--- src/rtl/cal_pkg.sv ---
package cal_pkg;
  localparam int SEC_W = 6;
  localparam int MIN_W = 6;
  localparam int HR_W  = 5;
  localparam int DAY_W = 5;
  localparam int MON_W = 4;
  localparam int YR_W  = 6;
  localparam int WORD_W = 32;

  localparam logic [7:0] ADDR_CTRL = 8'h00;
  localparam logic [7:0] ADDR_DATE = 8'h10;
  localparam logic [7:0] ADDR_TIME = 8'h14;
  localparam int BIT_DATE_BUSY = 7;
  localparam int BIT_TIME_BUSY = 8;

  typedef struct packed {
    logic [HR_W-1:0]  hr;
    logic [MIN_W-1:0] min;
    logic [SEC_W-1:0] sec;
  } clk_time_t;

  typedef struct packed {
    logic             leap;
    logic [YR_W-1:0]  yr;
    logic [MON_W-1:0] mon;
    logic [DAY_W-1:0] day;
  } clk_date_t;

  function automatic logic [DAY_W-1:0] month_len(logic [MON_W-1:0] mon, logic leap);
    case (mon)
      4'd2:                       return leap ? DAY_W'(29) : DAY_W'(28);
      4'd4, 4'd6, 4'd9, 4'd11:    return DAY_W'(30);
      default:                    return DAY_W'(31);
    endcase
  endfunction

  // base year 1970 is 2 mod 4
  function automatic logic leap_of(logic [YR_W-1:0] yr);
    return yr[1:0] == 2'd2;
  endfunction

  function automatic clk_time_t unpack_time(logic [WORD_W-1:0] w);
    clk_time_t t;
    t.sec = w[5:0];
    t.min = w[13:8];
    t.hr  = w[20:16];
    return t;
  endfunction

  function automatic logic [WORD_W-1:0] pack_time(clk_time_t t);
    logic [WORD_W-1:0] w;
    w = '0;
    w[5:0]   = t.sec;
    w[13:8]  = t.min;
    w[20:16] = t.hr;
    return w;
  endfunction

  function automatic clk_date_t unpack_date(logic [WORD_W-1:0] w);
    clk_date_t d;
    d.day  = w[4:0];
    d.mon  = w[11:8];
    d.yr   = w[21:16];
    d.leap = w[22];
    return d;
  endfunction

  function automatic logic [WORD_W-1:0] pack_date(clk_date_t d);
    logic [WORD_W-1:0] w;
    w = '0;
    w[4:0]   = d.day;
    w[11:8]  = d.mon;
    w[21:16] = d.yr;
    w[22]    = d.leap;
    return w;
  endfunction
endpackage

--- src/rtl/cal_commit.sv ---
module cal_commit #(
  parameter int W     = 32,
  parameter int TICKS = 2
) (
  input  logic         clk_i,
  input  logic         rst_ni,
  input  logic         tick_i,
  input  logic         wr_i,
  input  logic [W-1:0] wdata_i,
  output logic         busy_o,
  output logic         commit_o,
  output logic [W-1:0] value_o
);
  localparam int CNT_W = (TICKS < 2) ? 1 : $clog2(TICKS);
  localparam logic [CNT_W-1:0] LAST = CNT_W'(TICKS - 1);

  logic             pend_q;
  logic [CNT_W-1:0] cnt_q;
  logic [W-1:0]     shadow_q;

  assign commit_o = pend_q & tick_i & (cnt_q == LAST);
  assign busy_o   = pend_q;
  assign value_o  = shadow_q;

  always_ff @(posedge clk_i or negedge rst_ni) begin
    if (!rst_ni) begin
      pend_q   <= 1'b0;
      cnt_q    <= '0;
      shadow_q <= '0;
    end else if (commit_o) begin
      pend_q <= 1'b0;
    end else if (wr_i && !pend_q) begin
      pend_q   <= 1'b1;
      cnt_q    <= '0;
      shadow_q <= wdata_i;
    end else if (pend_q && tick_i) begin
      cnt_q <= cnt_q + 1'b1;
    end
  end

  assert_accept_R4: assert property (@(posedge clk_i) disable iff (!rst_ni)
    wr_i && !pend_q |=> pend_q && shadow_q == $past(wdata_i));
  assert_ignore_R6: assert property (@(posedge clk_i) disable iff (!rst_ni)
    wr_i && pend_q |=> shadow_q == $past(shadow_q));
  assert_clear_R5: assert property (@(posedge clk_i) disable iff (!rst_ni)
    commit_o |=> !pend_q);
  assert_hold_R5: assert property (@(posedge clk_i) disable iff (!rst_ni)
    pend_q && !tick_i |=> pend_q && $stable(cnt_q));
endmodule

--- src/rtl/cal_time_ctr.sv ---
module cal_time_ctr
  import cal_pkg::*;
(
  input  logic      clk_i,
  input  logic      rst_ni,
  input  logic      tick_i,
  input  logic      load_i,
  input  clk_time_t load_val_i,
  output clk_time_t time_o,
  output logic      day_carry_o
);
  clk_time_t q, nxt;
  logic sec_wrap, min_wrap, hr_wrap;

  assign sec_wrap = q.sec >= SEC_W'(59);
  assign min_wrap = q.min >= MIN_W'(59);
  assign hr_wrap  = q.hr  >= HR_W'(23);

  always_comb begin
    nxt = q;
    if (!sec_wrap) begin
      nxt.sec = q.sec + 1'b1;
    end else begin
      nxt.sec = '0;
      if (!min_wrap) begin
        nxt.min = q.min + 1'b1;
      end else begin
        nxt.min = '0;
        nxt.hr  = hr_wrap ? '0 : q.hr + 1'b1;
      end
    end
  end

  assign day_carry_o = tick_i & ~load_i & sec_wrap & min_wrap & hr_wrap;
  assign time_o      = q;

  always_ff @(posedge clk_i or negedge rst_ni) begin
    if (!rst_ni)     q <= '0;
    else if (load_i) q <= load_val_i;
    else if (tick_i) q <= nxt;
  end

  assert_load_R10: assert property (@(posedge clk_i) disable iff (!rst_ni)
    load_i |=> time_o == $past(load_val_i));
  assert_idle_R2: assert property (@(posedge clk_i) disable iff (!rst_ni)
    !tick_i && !load_i |=> $stable(time_o));
  assert_midnight_R7: assert property (@(posedge clk_i) disable iff (!rst_ni)
    day_carry_o |=> time_o == '0);
endmodule

--- src/rtl/cal_date_ctr.sv ---
module cal_date_ctr
  import cal_pkg::*;
(
  input  logic      clk_i,
  input  logic      rst_ni,
  input  logic      adv_i,
  input  logic      load_i,
  input  clk_date_t load_val_i,
  output clk_date_t date_o
);
  clk_date_t q, nxt;
  logic [DAY_W-1:0] mlen;
  logic [YR_W-1:0]  yr_inc;

  assign mlen   = month_len(q.mon, q.leap);
  assign yr_inc = q.yr + 1'b1;

  always_comb begin
    nxt = q;
    if (q.day < mlen) begin
      nxt.day = q.day + 1'b1;
    end else begin
      nxt.day = DAY_W'(1);
      if (q.mon < MON_W'(12)) begin
        nxt.mon = q.mon + 1'b1;
      end else begin
        nxt.mon  = MON_W'(1);
        nxt.yr   = yr_inc;
        nxt.leap = leap_of(yr_inc);
      end
    end
  end

  assign date_o = q;

  always_ff @(posedge clk_i or negedge rst_ni) begin
    if (!rst_ni) begin
      q      <= '0;
      q.day  <= DAY_W'(1);
      q.mon  <= MON_W'(1);
    end else if (load_i) begin
      q <= load_val_i;
    end else if (adv_i) begin
      q <= nxt;
    end
  end

  assert_dload_R10: assert property (@(posedge clk_i) disable iff (!rst_ni)
    load_i |=> date_o == $past(load_val_i));
  assert_feb_leap_R8: assert property (@(posedge clk_i) disable iff (!rst_ni)
    adv_i && !load_i && q.mon == 4'd2 && q.day == 5'd28 && q.leap |=> date_o.day == 5'd29);
  assert_era_wrap_R9: assert property (@(posedge clk_i) disable iff (!rst_ni)
    adv_i && !load_i && q.yr == 6'd63 && q.mon == 4'd12 && q.day == 5'd31
    |=> date_o.yr == '0 && date_o.mon == 4'd1 && date_o.day == 5'd1 && !date_o.leap);
  assert_dstable_R10: assert property (@(posedge clk_i) disable iff (!rst_ni)
    !adv_i && !load_i |=> $stable(date_o));
endmodule

--- src/rtl/cal_keeper.sv ---
module cal_keeper
  import cal_pkg::*;
#(
  parameter int COMMIT_TICKS = 2
) (
  input  logic        clk_i,
  input  logic        rst_ni,
  input  logic        tick_i,
  input  logic        req_i,
  input  logic        we_i,
  input  logic [7:0]  addr_i,
  input  logic [31:0] wdata_i,
  output logic [31:0] rdata_o
);
  localparam int NREG = 2;  // 0: time, 1: date

  logic [NREG-1:0]        wr, busy, commit;
  logic [WORD_W-1:0]      value [NREG];
  logic [7:0]             reg_addr [NREG];
  clk_time_t              cur_time;
  clk_date_t              cur_date;
  logic                   day_carry;

  assign reg_addr[0] = ADDR_TIME;
  assign reg_addr[1] = ADDR_DATE;

  for (genvar k = 0; k < NREG; k++) begin : g_slot
    assign wr[k] = req_i & we_i & (addr_i == reg_addr[k]);
    cal_commit #(.W(WORD_W), .TICKS(COMMIT_TICKS)) u_commit (
      .clk_i    (clk_i),
      .rst_ni   (rst_ni),
      .tick_i   (tick_i),
      .wr_i     (wr[k]),
      .wdata_i  (wdata_i),
      .busy_o   (busy[k]),
      .commit_o (commit[k]),
      .value_o  (value[k])
    );
  end

  cal_time_ctr u_time (
    .clk_i       (clk_i),
    .rst_ni      (rst_ni),
    .tick_i      (tick_i),
    .load_i      (commit[0]),
    .load_val_i  (unpack_time(value[0])),
    .time_o      (cur_time),
    .day_carry_o (day_carry)
  );

  cal_date_ctr u_date (
    .clk_i      (clk_i),
    .rst_ni     (rst_ni),
    .adv_i      (day_carry),
    .load_i     (commit[1]),
    .load_val_i (unpack_date(value[1])),
    .date_o     (cur_date)
  );

  always_comb begin
    rdata_o = '0;
    case (addr_i)
      ADDR_TIME: rdata_o = pack_time(cur_time);
      ADDR_DATE: rdata_o = pack_date(cur_date);
      ADDR_CTRL: begin
        rdata_o[BIT_TIME_BUSY] = busy[0];
        rdata_o[BIT_DATE_BUSY] = busy[1];
      end
      default:   rdata_o = '0;
    endcase
  end

  assert_ctrl_nochange_R11: assert property (@(posedge clk_i) disable iff (!rst_ni)
    req_i && we_i && addr_i == ADDR_CTRL && !tick_i |=> $stable(busy) && $stable(cur_time));
  assert_set_busy_R4: assert property (@(posedge clk_i) disable iff (!rst_ni)
    wr[0] && !busy[0] |=> busy[0]);
endmodule

--- config.mk ---
export PLATFORM = sky130hd
export DESIGN_NAME = cal_keeper
export DESIGN_NICKNAME = d
export VERILOG_FILES = /design/src/rtl/cal_pkg.sv /design/src/rtl/cal_commit.sv /design/src/rtl/cal_time_ctr.sv /design/src/rtl/cal_date_ctr.sv /design/src/rtl/cal_keeper.sv
export SDC_FILE = /design/constraint.sdc
export NUM_CORES = 1
export LEC_CHECK = 0
export ABC_AREA = 1
export BUFFER_PORTS_ARGS = -buffer_cell sky130_fd_sc_hd__buf_2
export CAP_MARGIN = 20
export CORE_UTILIZATION = 56
export CTS_CLUSTER_SIZE = 25
export DETAILED_ROUTE_END_ITERATION = 16
export PLACE_DENSITY = 0.87
export SYNTH_ARGS = -nofsm -noshare
export SYNTH_HDL_FRONTEND = slang
export SYNTH_SLANG_ARGS = --single-unit
export TNS_END_PERCENT = 50
--- constraint.sdc ---
create_clock -name clk_i -period 2.5 [get_ports clk_i]
set_clock_uncertainty 0.15 [all_clocks]
set_input_delay 0.5 -clock clk_i [delete_from_list [all_inputs] [get_ports clk_i]]
set_output_delay 0.5 -clock clk_i [all_outputs]
set_load 0.02 [all_outputs]
==> flow_summary_export.csv, run 1 <==
group,metric,value,unit
run_status,status,"finished clean",
clocking,cts.htree.levels,3,
yosys,synth-edff-count,0,
global_route,grt_pass1_wl,16.0,mm
timing,rsz0062_at_grt,"yes",
die,die_w,86.5,um
setup_path,required,1850,ps
pwr,cellInternalPower,2.10,mW
die,die-area,7490,sq um
final_layout,multiInputGateArea,1860,sq um
pwr,seq_power_share,0.463,
pwr,p_comb_frac,0.298,
pwr,total_power,3.37,mW
pwr,p_per_area,735,nW/um^2
clocking,clk-insertion-delay-late,360,ps
setup_path,worstPathMaxFanout,8,
setup_path,worst_setup_path_start_kind,"input pin",
setup_path,critical_path_class,"in -> out",
pwr,p_leak,2.37,nW
die,rows,30,
flow_run,drv_cap,0,
final_layout,diodes,0,
placement,gp_congestion,0.935,
placement,numPortBuffers,51,
global_route,grt_max_degree,30,
timing,setup_viol,0,
clocking,clkSlewWorstSetupHoldPaths,70,ps
detailed_routing,drtIter0Drc,429,
final_layout,area_growth,14.6,%
detailed_routing,drc,0,
yosys,ys_async_sr_fraction,1.00,
clocking,cts-root-buf,"clkbuf_8",
timing,worst_slew_pin_slew,631,ps
die,die_h,86.5,um
clocking,cts-buffers-inserted,9,
die,io_pins,77,
global_route,antenna_found_initial,0,
placement,placed_cell_area,4360,sq um
timing,fin_crit,2450,ps
yosys,synth_ff_type,"dfrtp_1",
pwr,pwr-share-clk,0.239,
clocking,cts_tree,"yes",
yosys,syn-cell-area,4000,sq um
min_path,hold_class,"in -> async",
yosys,synth-seq-cells,70,
final_layout,finalNetCount,619,
detailed_routing,vias_per_cell,5.52,
timing,slew_violations,0,
placement,place_ws,-11.9,ps
detailed_routing,firstDrtPassIters,5,
global_route,grt_overflow,0,
pwr,p_sw,1.27,mW
die,initial_core_util,0.586,
clocking,cts_buffer_depth,2,
setup_path,endpoint_kind,"primary output",
yosys,synthCells,504,
setup_path,arrival,1800,ps
detailed_routing,wl_per_cell,14.9,um
timing,setup_ws,49.1,ps
yosys,syn_avg_cell_area,7.94,sq um
placement,detailed_place_hpwl,7.15,mm
timing,finalCritPeriodShare,0.980,
timing,timing.fmax,0.408,GHz
timing,hold_viol,0,
yosys,yosysSeqAreaShare,0.438,
pwr,switching_share,0.377,
final_layout,fillCellCount,555,
timing,whs,15.5,ps
clocking,holdBufCountCts,0,
final_layout,drive_above_1_share,0.195,
yosys,yosys_warnings,0,
final_layout,design_area,4580,sq um
detailed_routing,wirelength,9.90,mm
final_layout,seqCellArea,1750,sq um
detailed_routing,vias,3662,
clocking,clock-sinks,70,
die,core,6830,sq um
yosys,synth_cell_types,39,
global_route,grt_pass1_vias,3419,
global_route,track_usage,0.286,
pwr,vdd_drop_max,0.000517,V
detailed_routing,ant_nets,0,
timing,slew_headroom,0.579,
-- flip-flops by register name, indices dropped and copies added (netlist names) --
signal	cells
u_date.date_o	16
g_slot.u_commit.value_o	33
u_time.time_o	17
g_slot.u_commit.cnt_q	2
g_slot.u_commit.busy_o	2
-- cell families (layout without fill, tap and decap cells) --
| kind of cell | after synthesis | after routing | synth area share |
|---|---|---|---|
| XOR/XNOR | 10 | 10 | 0.0219 |
| other | 1 | 12 | 0.000937 |
| flip-flops | 70 | 70 | 0.438 |
| adder cells (fa/ha/maj) | 11 | 11 | 0.0344 |
| AND/OR/NAND/NOR | 203 | 203 | 0.231 |
| buffers and inverters | 104 | 157 | 0.122 |
| AO/OA/AOI/OAI | 105 | 105 | 0.151 |
-- Yosys cell counts, drive strengths merged (7+ instances only) --
cell type,number,area share
a21oi,9,0.011
nand3,28,0.043
nand4,10,0.016
nor2,28,0.035
inv,73,0.068
o21ai,75,0.10
ha,11,0.034
buf,23,0.045
a22oi,7,0.013
nand2,129,0.12
dfrtp,68,0.43
o22ai,9,0.014
xor2,9,0.020
-- power groups by stage --
stage / logic [mW] / registers (mW) / clock network, mW
6_report: 1.00 / 1.56 / 0.805
3_5_place_dp: 0.965 / 1.57 / 0
2_1_floorplan: 0.758 / 1.51 / 0
4_1_cts: 0.975 / 1.55 / 0.812
3_3_place_gp: 0.902 / 1.55 / 0
5_1_grt: 1.13 / 1.59 / 0.871
-- final timing paths --
path / endpoint / cells after the start / from / slack [ps]
max: rdata_o[8] / 8 / addr_i[7] / 50
min: u_time.time_o[1]$_DFFE_PN0P_ / 1 / rst_ni / 20
min reg2reg: u_date.date_o[15]$_DFFE_PN0P_ / 2 / u_date.date_o[15]$_DFFE_PN0P_ / 330
max in group asynchronous: g_slot[0].u_commit.value_o[1]$_DFFE_PN0P_ / 2 / rst_ni / 1490
min in group clk_i: g_slot[0].u_commit.value_o[13]$_DFFE_PN0P_ / 3 / wdata_i[13] / 240
max reg2reg: u_date.date_o[15]$_DFFE_PN0P_ / 11 / u_date.date_o[5]$_DFFE_PN1P_ / 180
-- worst max-delay path, cell delays in order --
cell and delay, ps:
buf_2 100, nor2_1 130, nand3b_1 170, nor2_4 230
nand2_2 110, buf_4 200, o221ai_2 180, buf_4 170
-- stage by stage --
stage          utilization  std cells  TNS (ps)
2_1_floorplan            -        515         0
3_3_place_gp         0.638        647         0
5_1_grt              0.671        664     -92.6
6_report             0.671        664         0
3_5_place_dp         0.638        647     -11.9
4_1_cts              0.662        663         0
-- cell usage in the layout, fill, tap and decap left out, drive strengths merged, types with 2 or more instances in the layout --
cell    netlist  final
nand2       129    129
o21ai        75     75
inv          73     73
dfrtp        68     68
buf          23     66
nor2         28     28
nand3        28     28
clkbuf        6     15
conb          1     12
ha           11     11
nand4        10     10
xor2          9      9
a21oi         9      9
o22ai         9      9
a22oi         7      7
a31oi         3      3
clkinv        2      3
nor3          3      3
dfstp         2      2
-- repair_timing --
item | 4_1_cts | 5_1_grt
hold endpoints to repair | 0 | 0
setup endpoints to repair | 2 | 21
gates resized for setup | 1 | 12
buffers inserted | 0 | 1
pin swaps | 0 | 3
cloned | 0 | 0
-- layer usage --
| layer | vias to the layer above | part of all wire | track usage |
|---|---|---|---|
| li1 | 1736 | - | - |
| met1 | 1724 | 0.41 | 0.366 |
| met2 | 170 | 0.49 | 0.466 |
| met3 | 32 | 0.068 | 0.0638 |
| met4 | 0 | 0.037 | 0.135 |
| met5 | - | 0 | 0 |
-- final cells by class --
cell class,count,share of cell area
well taps,96,0.0262
repair buffers,66,0.0895
multi-input cells,341,0.405
clock inverters,1,0.00109
inverters,75,0.0617
flip-flops and latches,70,0.383
clock buffers,15,0.0341
No activity file was read; power rests on OpenSTA's default activity.
==> run 2, diff against run 1 <==
Settings changed: CTS_BUF_LIST from default to sky130_fd_sc_hd__clkbuf_16.
==> run 2 against run 1 <==
Via count shrank 0.44%. Wire length grew 0.42%. Setup slack lost 33 ps. Highest routed layer unchanged.
==> flow_summary_export.csv, run 2 (synthesis results as in run 1) <==
group,metric,value,unit
final_layout,diodes,0,
detailed_routing,ant_nets,0,
global_route,grt_pass1_wl,16.2,mm
detailed_routing,vias_per_cell,5.48,
min_path,hold_class,"in -> async",
placement,place_ws,-11.9,ps
timing,fin_crit,2480,ps
die,die-area,7490,sq um
final_layout,multiInputGateArea,1840,sq um
detailed_routing,firstDrtPassIters,5,
setup_path,reg2reg_depth,11,
die,die_w,86.5,um
run_status,status,"finished clean",
detailed_routing,wl_per_cell,15.0,um
global_route,antenna_found_initial,0,
final_layout,design_area,4670,sq um
timing,whs,47.5,ps
detailed_routing,drc,0,
final_layout,finalNetCount,620,
final_layout,final_cells,665,
global_route,grt_overflow,0,
timing,tns,0,ps
setup_path,crit_family,"simple AND/OR/NAND/NOR gates",
die,io_pins,77,
pwr,vdd_drop_max,0.000607,V
setup_path,required,1850,ps
clocking,clkSlewWorstSetupHoldPaths,50,ps
setup_path,r2r_setup_slack,160,ps
flow_run,drv_cap,0,
detailed_routing,drtIter0Drc,508,
detailed_routing,vias,3646,
clocking,holdBufCountCts,0,
clocking,cts_buffer_depth,2,
setup_path,critical_path_class,"in -> out",
timing,timing.fmax,0.403,GHz
placement,detailed_place_hpwl,7.15,mm
clocking,cts.htree.levels,3,
pwr,seq_power_share,0.427,
clocking,clk-insertion-delay-late,330,ps
final_layout,seqCellArea,1750,sq um
pwr,pwr-share-clk,0.300,
clocking,cts_tree,"yes",
global_route,grt_max_degree,30,
pwr,p_comb_frac,0.274,
global_route,grt_pass1_vias,3472,
die,rows,30,
pwr,cellInternalPower,2.36,mW
timing,worst_slew_pin_slew,656,ps
die,die_h,86.5,um
final_layout,final_common_cell,"nand2_1",
final_layout,fillCellCount,543,
pwr,p_leak,2.43,nW
detailed_routing,wirelength,9.95,mm
clocking,cts-root-buf,"clkbuf_16",
die,core,6830,sq um
timing,slew_violations,0,
final_layout,layout.cells.most_common_list,"124 x nand2_1, 76 x inv_1, 68 x dfrtp_1",
global_route,track_usage,0.289,
final_layout,area_growth,16.6,%
clocking,clock-sinks,70,
timing,setup_viol,0,
setup_path,crit_top_cell,"buf_4",
timing,finalCritPeriodShare,0.994,
placement,placed_cell_area,4360,sq um
die,initial_core_util,0.586,
pwr,total_power,3.67,mW
timing,slew_headroom,0.563,
timing,setup_ws,15.8,ps
pwr,p_per_area,787,nW/um^2
setup_path,slowest_stage,"o221ai_1",
setup_path,endpoint_kind,"primary output",
setup_path,path_buf_inv,3,
setup_path,worst_setup_path_start_kind,"input pin",
pwr,switching_share,0.356,
setup_path,cpPeakStageDelay,230,ps
final_layout,utilization,0.683,
placement,post-place-cells,647,
setup_path,r2r-end,"u_date.date_o[7]$_DFFE_PN0P_",
pwr,p_sw,1.31,mW
final_layout,drive_above_1_share,0.190,
final_layout,largest_reg_flops,33,
setup_path,worstPathCellList,"buf_2 -> nor2_1 -> nand3b_1 -> nor2_4 -> nand2_2 -> buf_4 -> o221ai_1 -> buf_4",
timing,rsz0062_at_grt,"yes",
setup_path,r2r-start,"u_date.date_o[5]$_DFFE_PN1P_",
timing,hold_viol,0,
clocking,cts-buffers-inserted,9,
placement,gp_congestion,0.935,
placement,numPortBuffers,51,
setup_path,worstPathMaxFanout,8,
setup_path,arrival,1830,ps
==> run 2: what timing repair did <==
action,in CTS,in global routing
setup buffers,0,2
pin swaps,0,3
endpoints found under the setup margin,2,20
gates cloned,0,0
resized for setup,1,10
==> run 2: metal layers <==
| metal | routed length, um | up-vias | global-route usage |
|---|---|---|---|
| li1 | - | 1733 | - |
| met1 | 4050 | 1727 | 0.366 |
| met2 | 4900 | 160 | 0.475 |
| met3 | 652 | 26 | 0.0543 |
| met4 | 338 | 0 | 0.150 |
| met5 | 0 | - | 0 |
==> run 2: cell type report <==
type	instances	area share
clock inverters	7	0.00590
well taps	96	0.0257
flip-flops and latches	70	0.376
inverters	75	0.0606
multi-input cells	341	0.394
clock buffers	9	0.0483
repair buffers	67	0.0896
==> run 2: power groups by stage <==
stage	clock network, mW	logic (mW)	registers (mW)
floorplan	0	0.758	1.51
detailed placement	0	0.965	1.57
finish	1.10	1.00	1.57
global placement	0	0.902	1.55
global route	1.16	1.13	1.60
CTS	1.11	0.991	1.56
==> run 2: worst max path at each step <==
stage	start	to	slack [ps]	cells after the start
2_1_floorplan	addr_i[7]	rdata_o[9]	160	6
3_3_place_gp	addr_i[7]	rdata_o[3]	50	9
3_5_place_dp	addr_i[7]	rdata_o[3]	-10	9
4_1_cts	addr_i[7]	rdata_o[8]	10	8
5_1_grt	addr_i[7]	rdata_o[8]	-50	8
6_report	addr_i[7]	rdata_o[8]	20	8
==> run 3, diff against run 2 <==
Settings changed: CORE_UTILIZATION 56 to 59, PLACE_DENSITY 0.87 to 0.88, SYNTH_HIERARCHICAL from default to 1.
==> run 3 against run 2 <==
Area after synthesis rose by 11%. Sequential power fell by 11%. Global-route usage rose by 0.58 points. Power fell by 14%. Fmax rose by 6.7%. Highest routed layer unchanged. Clock power rose by 15%. Critical path type is now reg -> reg. Hold slack got worse by 42 ps. Utilization fell by 0.54 points.
==> flow_summary_export.csv, run 3 <==
group,metric,value,unit
clocking,clock-sinks,70,
final_layout,final_cells,726,
detailed_routing,ant_nets,0,
die,die_w,88.9,um
timing,fin_crit,2330,ps
timing,rsz0062_at_grt,"no",
final_layout,layout.cells.most_common_list,"186 x nand2_1, 94 x nand3_1, 68 x dfrtp_1",
final_layout,final_common_cell,"nand2_1",
global_route,grt_pass1_vias,3739,
clocking,clkSlewWorstSetupHoldPaths,60,ps
pwr,p_leak,2.73,nW
placement,numPortBuffers,51,
timing,tns,0,ps
timing,finalCritPeriodShare,0.931,
final_layout,fillCellCount,564,
timing,worst_slew_pin_slew,577,ps
setup_path,slowest_stage,"dfstp_2",
clocking,cts-buffers-inserted,9,
placement,detailed_place_hpwl,7.59,mm
yosys,synthCells,584,
setup_path,endpoint_kind,"register",
global_route,grt_overflow,0,
detailed_routing,vias_per_cell,5.59,
die,die_h,88.9,um
detailed_routing,wl_per_cell,15.2,um
final_layout,largest_reg_flops,33,
timing,whs,5.00,ps
final_layout,drive_above_1_share,0.203,
clocking,cts-root-buf,"clkbuf_16",
detailed_routing,firstDrtPassIters,5,
setup_path,worstPathCellList,"inv_1 -> ha_1 -> nor3b_1 -> ha_1 -> nand2_1 -> nor2_2 -> nand2_2 -> nand2_4 -> nand3_4 -> nand2_1 -> nand2_1",
setup_path,path_buf_inv,1,
final_layout,diodes,0,
die,core,7290,sq um
timing,setup_viol,0,
setup_path,required,2580,ps
placement,gp_congestion,0.936,
timing,timing.fmax,0.429,GHz
clocking,cts.htree.levels,3,
min_path,hold_class,"in -> async",
yosys,syn-cell-area,4460,sq um
setup_path,arrival,2410,ps
global_route,track_usage,0.295,
die,initial_core_util,0.612,
setup_path,worstPathMaxFanout,10,
detailed_routing,drtIter0Drc,341,
run_status,status,"finished clean",
setup_path,crit_top_cell,"nand2_1",
clocking,cts_buffer_depth,2,
flow_run,drv_cap,0,
timing,slew_headroom,0.615,
pwr,p_per_area,640,nW/um^2
die,die-area,7910,sq um
die,rows,31,
setup_path,cpPeakStageDelay,600,ps
yosys,syn_avg_cell_area,7.64,sq um
setup_path,worst_setup_path_start_kind,"register",
final_layout,seqCellArea,1750,sq um
final_layout,utilization,0.678,
timing,slew_violations,0,
setup_path,critical_path_class,"reg -> reg",
yosys,yosys_warnings,6,
clocking,holdBufCountCts,0,
clocking,clk-insertion-delay-late,340,ps
global_route,grt_max_degree,47,
timing,hold_viol,0,
placement,post-place-cells,707,
final_layout,multiInputGateArea,2190,sq um
final_layout,area_growth,10.8,%
pwr,vdd_drop_max,0.000388,V
clocking,cts_tree,"yes",
detailed_routing,vias,4061,
setup_path,crit_family,"simple AND/OR/NAND/NOR gates",
setup_path,r2r_setup_slack,170,ps
final_layout,finalNetCount,678,
global_route,antenna_found_initial,0,
die,io_pins,77,
detailed_routing,drc,0,
detailed_routing,wirelength,11.0,mm
global_route,grt_pass1_wl,17.5,mm
==> run 3: repair_timing <==
item | CTS | global route
setup endpoints to repair | 0 | 7
buffers inserted | 0 | 3
gates resized for setup | 0 | 2
==> run 3: where the power goes <==
| group | internal, mW | switching (mW) | leakage (nW) |
|---|---|---|---|
| sequential | 1.24 | 0.160 | 0.947 |
| combinational | 0.184 | 0.318 | 1.64 |
| clock | 0.764 | 0.491 | 0.141 |
| total | 2.19 | 0.970 | 2.73 |
==> run 3: routing by layer <==
layer  routed length [um]  track usage  share of wire  vias to the layer above
li1                     -            -              -                     1917
met1                 4380        0.373           0.40                     1944
met2                 5610        0.488           0.51                      168
met3                  701       0.0591          0.064                       32
met4                  310        0.144          0.028                        0
met5                    0            0              0                        -
==> run 3: cell type report <==
type / instances / share of cell area
Clock buffer: 9 / 0.0456
Clock inverter: 7 / 0.0129
Inverter: 54 / 0.0420
Multi-Input combinational cell: 425 / 0.443
Sequential cell: 70 / 0.355
Tap cell: 99 / 0.0251
Timing Repair Buffer: 62 / 0.0760
==> run 3: final timing paths <==
| kind | to | startpoint | cells past startpoint |
|---|---|---|---|
| min in group clk_i | g_slot[0].u_commit/value_o[12]$_DFFE_PN0P_ | wdata_i[12] | 3 |
| min reg2reg | g_slot[1].u_commit/value_o[17]$_DFFE_PN0P_ | g_slot[1].u_commit/value_o[17]$_DFFE_PN0P_ | 2 |
| max in group asynchronous | g_slot[0].u_commit/value_o[1]$_DFFE_PN0P_ | rst_ni | 2 |
| max | u_date/date_o[12]$_DFFE_PN0P_ | u_date/date_o[5]$_DFFE_PN1P_ | 11 |
| max reg2reg | u_date/date_o[12]$_DFFE_PN0P_ | u_date/date_o[5]$_DFFE_PN1P_ | 11 |
| min | u_date/date_o[8]$_DFFE_PN0P_ | rst_ni | 1 |
==> run 3: through the flow <==
stage / setup slack, ps / instance area [sq um] / power, mW
5_1_grt: 30.7 / 4940 / 3.30
6_report: 171 / 4940 / 3.16
3_3_place_gp: 247 / 4620 / 1.85
2_1_floorplan: 362 / 4500 / 1.73
3_5_place_dp: 136 / 4620 / 1.90
4_1_cts: 119 / 4910 / 3.15
==> run 3: worst register-to-register path: stages (launching register included) <==
cell     delay, ps
dfstp_2        600
inv_1          100
ha_1           220
nor3b_1        150
ha_1           290
nand2_1         60
nor2_2         110
nand2_2        110
nand2_4        150
nand3_4        130
nand2_1        100
nand2_1         60
